<file path="config.mk">
export PLATFORM = sky130hd
export DESIGN_NAME = srl_tap_delay
export DESIGN_NICKNAME = d
export VERILOG_FILES = /design/src/rtl/srl_pkg.sv /design/src/rtl/srl_stage_chain.sv /design/src/rtl/srl_tap_mux.sv /design/src/rtl/srl_tap_delay.sv
export SDC_FILE = /design/constraint.sdc
export NUM_CORES = 1
export LEC_CHECK = 0
export ABC_AREA = 1
export BUFFER_PORTS_ARGS = -buffer_cell sky130_fd_sc_hd__buf_2
export CORE_AREA = 8 8 45 47
export CTS_BUF_LIST = sky130_fd_sc_hd__clkbuf_4 sky130_fd_sc_hd__clkbuf_8
export CTS_CLUSTER_SIZE = 12
export DETAILED_ROUTE_END_ITERATION = 6
export DIE_AREA = 0 0 53 55
export PLACE_DENSITY = 0.9
export SLEW_MARGIN = 20
export SYNTH_ARGS = -nofsm -noshare
export SYNTH_HDL_FRONTEND = slang
export SYNTH_SLANG_ARGS = --single-unit
</file>
<file path="constraint.sdc">
create_clock -name clk_i -period 2 [get_ports clk_i]
set_input_delay 0.4 -clock clk_i [delete_from_list [all_inputs] [get_ports clk_i]]
set_output_delay 0.4 -clock clk_i [all_outputs]
set_load 0.01 [all_outputs]
</file>
<file path="src/rtl/srl_pkg.sv">
package srl_pkg;
  parameter int unsigned SRL_DEPTH = 16;
endpackage

</file>
<file path="src/rtl/srl_stage_chain.sv">
module srl_stage_chain #(
  parameter int unsigned DEPTH = 16
) (
  input  logic             clk_i,
  input  logic             rst_ni,
  input  logic             en_i,
  input  logic             d_i,
  output logic [DEPTH-1:0] stage_o
);
  for (genvar k = 0; k < DEPTH; k++) begin : g_stage
    logic nxt;
    if (k == 0) begin : g_head
      assign nxt = d_i;
    end else begin : g_body
      assign nxt = stage_o[k-1];
    end
    always_ff @(posedge clk_i or negedge rst_ni) begin
      if (!rst_ni)   stage_o[k] <= 1'b0;
      else if (en_i) stage_o[k] <= nxt;
    end
  end
endmodule

</file>
<file path="src/rtl/srl_tap_mux.sv">
module srl_tap_mux #(
  parameter int unsigned DEPTH  = 16,
  parameter int unsigned ADDR_W = $clog2(DEPTH)
) (
  input  logic [DEPTH-1:0]  stage_i,
  input  logic [ADDR_W-1:0] addr_i,
  output logic              q_o
);
  always_comb begin
    q_o = 1'b0;
    for (int k = 0; k < DEPTH; k++) begin
      if (int'(addr_i) == k) q_o = stage_i[k];
    end
  end
endmodule

</file>
<file path="src/rtl/srl_tap_delay.sv">
module srl_tap_delay #(
  parameter int unsigned DEPTH  = srl_pkg::SRL_DEPTH,
  parameter int unsigned ADDR_W = $clog2(DEPTH)
) (
  input  logic              clk_i,
  input  logic              rst_ni,
  input  logic              en_i,
  input  logic              d_i,
  input  logic [ADDR_W-1:0] addr_i,
  output logic              q_o,
  output logic              cascade_o
);
  logic [DEPTH-1:0] stage_q;

  srl_stage_chain #(.DEPTH(DEPTH)) u_chain (
    .clk_i   (clk_i),
    .rst_ni  (rst_ni),
    .en_i    (en_i),
    .d_i     (d_i),
    .stage_o (stage_q)
  );

  srl_tap_mux #(.DEPTH(DEPTH), .ADDR_W(ADDR_W)) u_mux (
    .stage_i (stage_q),
    .addr_i  (addr_i),
    .q_o     (q_o)
  );

  assign cascade_o = stage_q[DEPTH-1];
endmodule

</file>
Word-level counts from Yosys, hierarchy flattened
Index checks and enable logic that the tools add are counted.

Equality and inequality tests: 15. Mux-type cells: 16. Reduce and logical (&&, ||, !) cells: 1.

Operator list (number): 4-bit == test (second input constant) (8); 4-bit by 3-bit == test with 1-bit output (second input constant) (4); 1-bit two-way mux (16); 4-bit by 2-bit == test with 1-bit output (second input constant) (2); 4-bit by 1-bit == test with 1-bit output (second input constant) (1); 4-bit zero test (1).

Flip-flop bits (word level): 16. Input port bits: 8. Output and inout port bits: 2. Word-level logic and storage cells: 48.

Logic depth before layout (Yosys ltp)
Word-level depth: 17. Mapped depth: 10. Depth with buffers taken out: 9.

Modules after synthesis
Synthesis repeated with hierarchy kept, for this count alone.

Cell total of the unflattened synthesis: 133. Area, all modules: 1004.7 um2.

By module, submodules not included: srl_stage_chain (instances 1, cells each 83, area each 779.5 um2); srl_tap_mux (instances 1, cells each 50, area each 225.2 um2).

Worst setup path before layout
OpenSTA, ideal clock, no wires.

Kind: input to output. Start point: in addr_i[0]. End point: out q_o. Arrival time: 1.059 ns. Data required time: 1.600 ns. Setup slack: 0.541 ns. Cell stages on the path: 10. Cell sequence: buf_6 inv_4 nand3_1 nand2_1 nor2_1 nor2_1 nor2_2 nand2_1 nand2_1 nand4_2.

Cells in the longest elaborated chain, start to end: 17. Elaborated cells between the ends (all ways): 32. Classes of those cells: 15 x eq/ne; 16 x mux; 1 x reduce/logical.

Ends and longest elaborated chain: from (decl) (RTL line srl_tap_delay.sv:9) `input logic [ADDR_W-1:0] addr_i,`; 4-bit zero test (RTL line srl_tap_mux.sv:12) `if (int'(addr_i) == k) q_o = stage_i[k];`; 1-bit two-way mux (15 in series) (RTL line srl_tap_mux.sv:12); 1-bit two-way mux * (RTL line srl_tap_mux.sv:12); to (decl) (RTL line srl_tap_delay.sv:10) `output logic q_o,`.

Mark *: on every way between the ends. The rest lies on a longest branch, timed or not.

Worst setup path in the final report
Start point: reg u_chain.stage_o[9] (netlist: u_chain.g_stage[10].nxt). End point: out q_o.

Cells in the longest elaborated chain, start to end: 7.

Ends and longest elaborated chain: from (decl) (RTL line srl_stage_chain.sv:8) `output logic [DEPTH-1:0] stage_o`; from (signal, indexed assignment) (RTL line srl_stage_chain.sv:19) `else if (en_i) stage_o[k] <= nxt;`; 1-bit two-way mux (7 in series) (RTL line srl_tap_mux.sv:12).

Every way passes these cells.

==> flow_summary.yaml <==
timing:
  finalClockSkew_ns: 0.000835
  rsz0062_at_grt: "false"
  slew_violations: 0
  setup-tns-final_ns: 0
  worst_slack_ns: 0.225
  tightest_slew_ns: 0.432
  fin_hold_ws_ns: 0.00851
  period_needed_ns: 1.77
  final_hold_viol_count: 0
  fmax_ghz: 0.563
  relSlewSlack_pct: 71.2
  post-route-period-util_pct: 88.7
  setup_viol: 0
clock_network:
  cts_hold_buffers: 0
  numCtsBuffers: 3
  cts_num_sinks: 16
  cts_tree: "built"
  htreeDepth: 1
  clk_latency_ns: 0.28
  root_buffer: "clkbuf_4"
  cts_max_path_buffers: 2
  cts.clk_slew.worst_paths_ns: 0.08
  post-cts-setup-buffers: 0
  post_cts_resized: 0
final_layout:
  diodes: 0
  drive_above_1_share_pct: 15.0
  area_growth_pct: 8.14
  layout.cells.non_filler: 129
  final_util_pct: 62.5
  nNetsFinal: 123
  final_cell_area_um2: 865
power:
  powerDensity_mw_per_mm2: 794
  p_leak_nw: 0.438
  ir_drop_mv: 0.473
  power_mw: 0.687
floorplan:
  dieArea_mm2: 0.00292
  io_pins: 10
  die_y_um: 55
  fp.coreArea_mm2: 0.00138
  start_util_pct: 57.8
  die_w_um: 53
  rows: 14
worst_setup_path:
  endpoint_kind: "output port"
  crit_fanout: 3
  worst_setup_path_start_kind: "register"
  critPathArrivalTime_ns: 1.37
  r2r_setup_slack_ns: 1.29
  path_class: "register to output port"
  r2r-start: "u_chain.g_stage[10].nxt"
  critPathMaxStageDelay_ns: 0.41
  cpMaxStageDelayCell: "dfrtp_1"
  crit_top_cell: "nand2_1"
  crit_start: "u_chain.g_stage[10].nxt"
  critPathRequiredTime_ns: 1.60
  crit_path_cell_trace: "nand3_2 -> nand2_1 -> nor2_1 -> nor2_1 -> nor2_2 -> nand2_1 -> nand2_1 -> nand4_2 -> buf_2"
synthesis:
  netlist-cell-type-count: 15
  ys_seq_area_share_pct: 50.1
  postSynthAreaPerCell_um2: 7.61
  ys_ff_latch: 16
  syn-num-nets: 113
  syn_area_um2: 800
  ys_warn_count: 0
  syn_inst: 105
global_routing:
  grt_use_met3_pct: 2.67
  grt_util_met2_pct: 18.0
  busiest_layer: "met2"
  grt_overflow: 0
  grt_max_degree: 33
  grt_pass1_wl_mm: 2.53
  antenna_found_initial: 0
  grt_util_met1_pct: 14.8
  grt_usage_pct: 11.5
  grt_pass1_vias: 602
min_path:
  hp-class: "input pin to async pin"
placement:
  portBuffers: 9
  placed_cells: 126
  placed_cell_area_um2: 842
  dp_slack_ns: 0.241
  gp_congestion: 0.855
  dpl.hpwl_mm: 1.15
run:
  cap_violations: 0
drt:
  route.vias.total: 671
  wire_per_inst_um: 11.8
  final_antenna_net_count: 0
  drtIter0Drc: 19
  wirelength_mm: 1.52
  drc: 0
  drt_pass1_iterations: 4
  avgViaCountPerCell: 5.20
outcome:
  status: "completed"
[cell usage in the layout, fill, tap and decap left out]
cell type | synthesis | routed
nor2_1 | 6 | 6
nand3_1 | 10 | 10
dfrtp_1 | 16 | 16
nor2_2 | 1 | 1
inv_1 | 14 | 14
nand2_1 | 30 | 30
clkbuf_4 | 0 | 3
a21oi_1 | 4 | 4
buf_2 | 0 | 9
nor3_1 | 4 | 4
nand3_2 | 1 | 1
o21ai_0 | 12 | 12
inv_2 | 1 | 1
inv_4 | 1 | 1
nand4_2 | 1 | 1
[registers in the layout, summed over array words and instances (netlist names)]
name                 cells
u_chain.g_stage.nxt     15
u_chain.stage_o          1
[area by class of cell]
| cell class | count | area (µm²) |
|---|---|---|
| Sequential cell | 16 | 400 |
| Inverter | 16 | 62.6 |
| Timing Repair Buffer | 9 | 45.0 |
| Tap cell | 16 | 20.0 |
| Fill cell | 124 | 519 |
| Multi-Input combinational cell | 69 | 314 |
| Clock buffer | 3 | 22.5 |
[synth_stat cells]
cell	number	area (µm²)
buf_6	1	11.3
o21ai_0	12	60.1
inv_2	1	3.75
inv_4	1	6.26
nand4_2	1	12.5
nor3_1	4	20.0
dfrtp_1	16	400
clkbuf_1	3	11.3
nor2_2	1	6.26
nand2_1	30	113
nor2_1	6	22.5
nand3_1	10	50.1
inv_1	14	52.6
nand3_2	1	10.0
a21oi_1	4	20.0
[cell families after synthesis]
| group | share of synthesized area (%) |
|---|---|
| buf+inv | 10.6 |
| compound gates | 10.0 |
| flops | 50.1 |
| simple gates | 29.3 |
[final timing paths]
kind	endpoint	cells past startpoint
setup reg to reg	u_chain.g_stage[11].nxt	2
min in group clk_i	u_chain.g_stage[1].nxt	3
setup / recovery	q_o	9
hold / removal	u_chain.g_stage[4].nxt	1
max in group asynchronous	u_chain.g_stage[9].nxt	1
hold reg to reg	u_chain.g_stage[2].nxt	2
[routing by layer]
layer | up-vias | routed length [µm]
met5 | - | 0
met4 | 0 | 20
met3 | 2 | 98
met2 | 12 | 734
met1 | 308 | 667
li1 | 349 | -
[critical path: cells and delay by family (launching register included)]
kind	cells	cell delay, ns
simple gates	8	0.55
flops	1	0.41
buf+inv	1	0.14
[power by group]
part	total (mW)	internal, mW	switching (mW)
combinational	0.129	0.0456	0.0831
clock	0.163	0.0699	0.0929
sequential	0.395	0.369	0.0264
total	0.687	0.484	0.202
No activity file was read; power rests on OpenSTA's default activity.
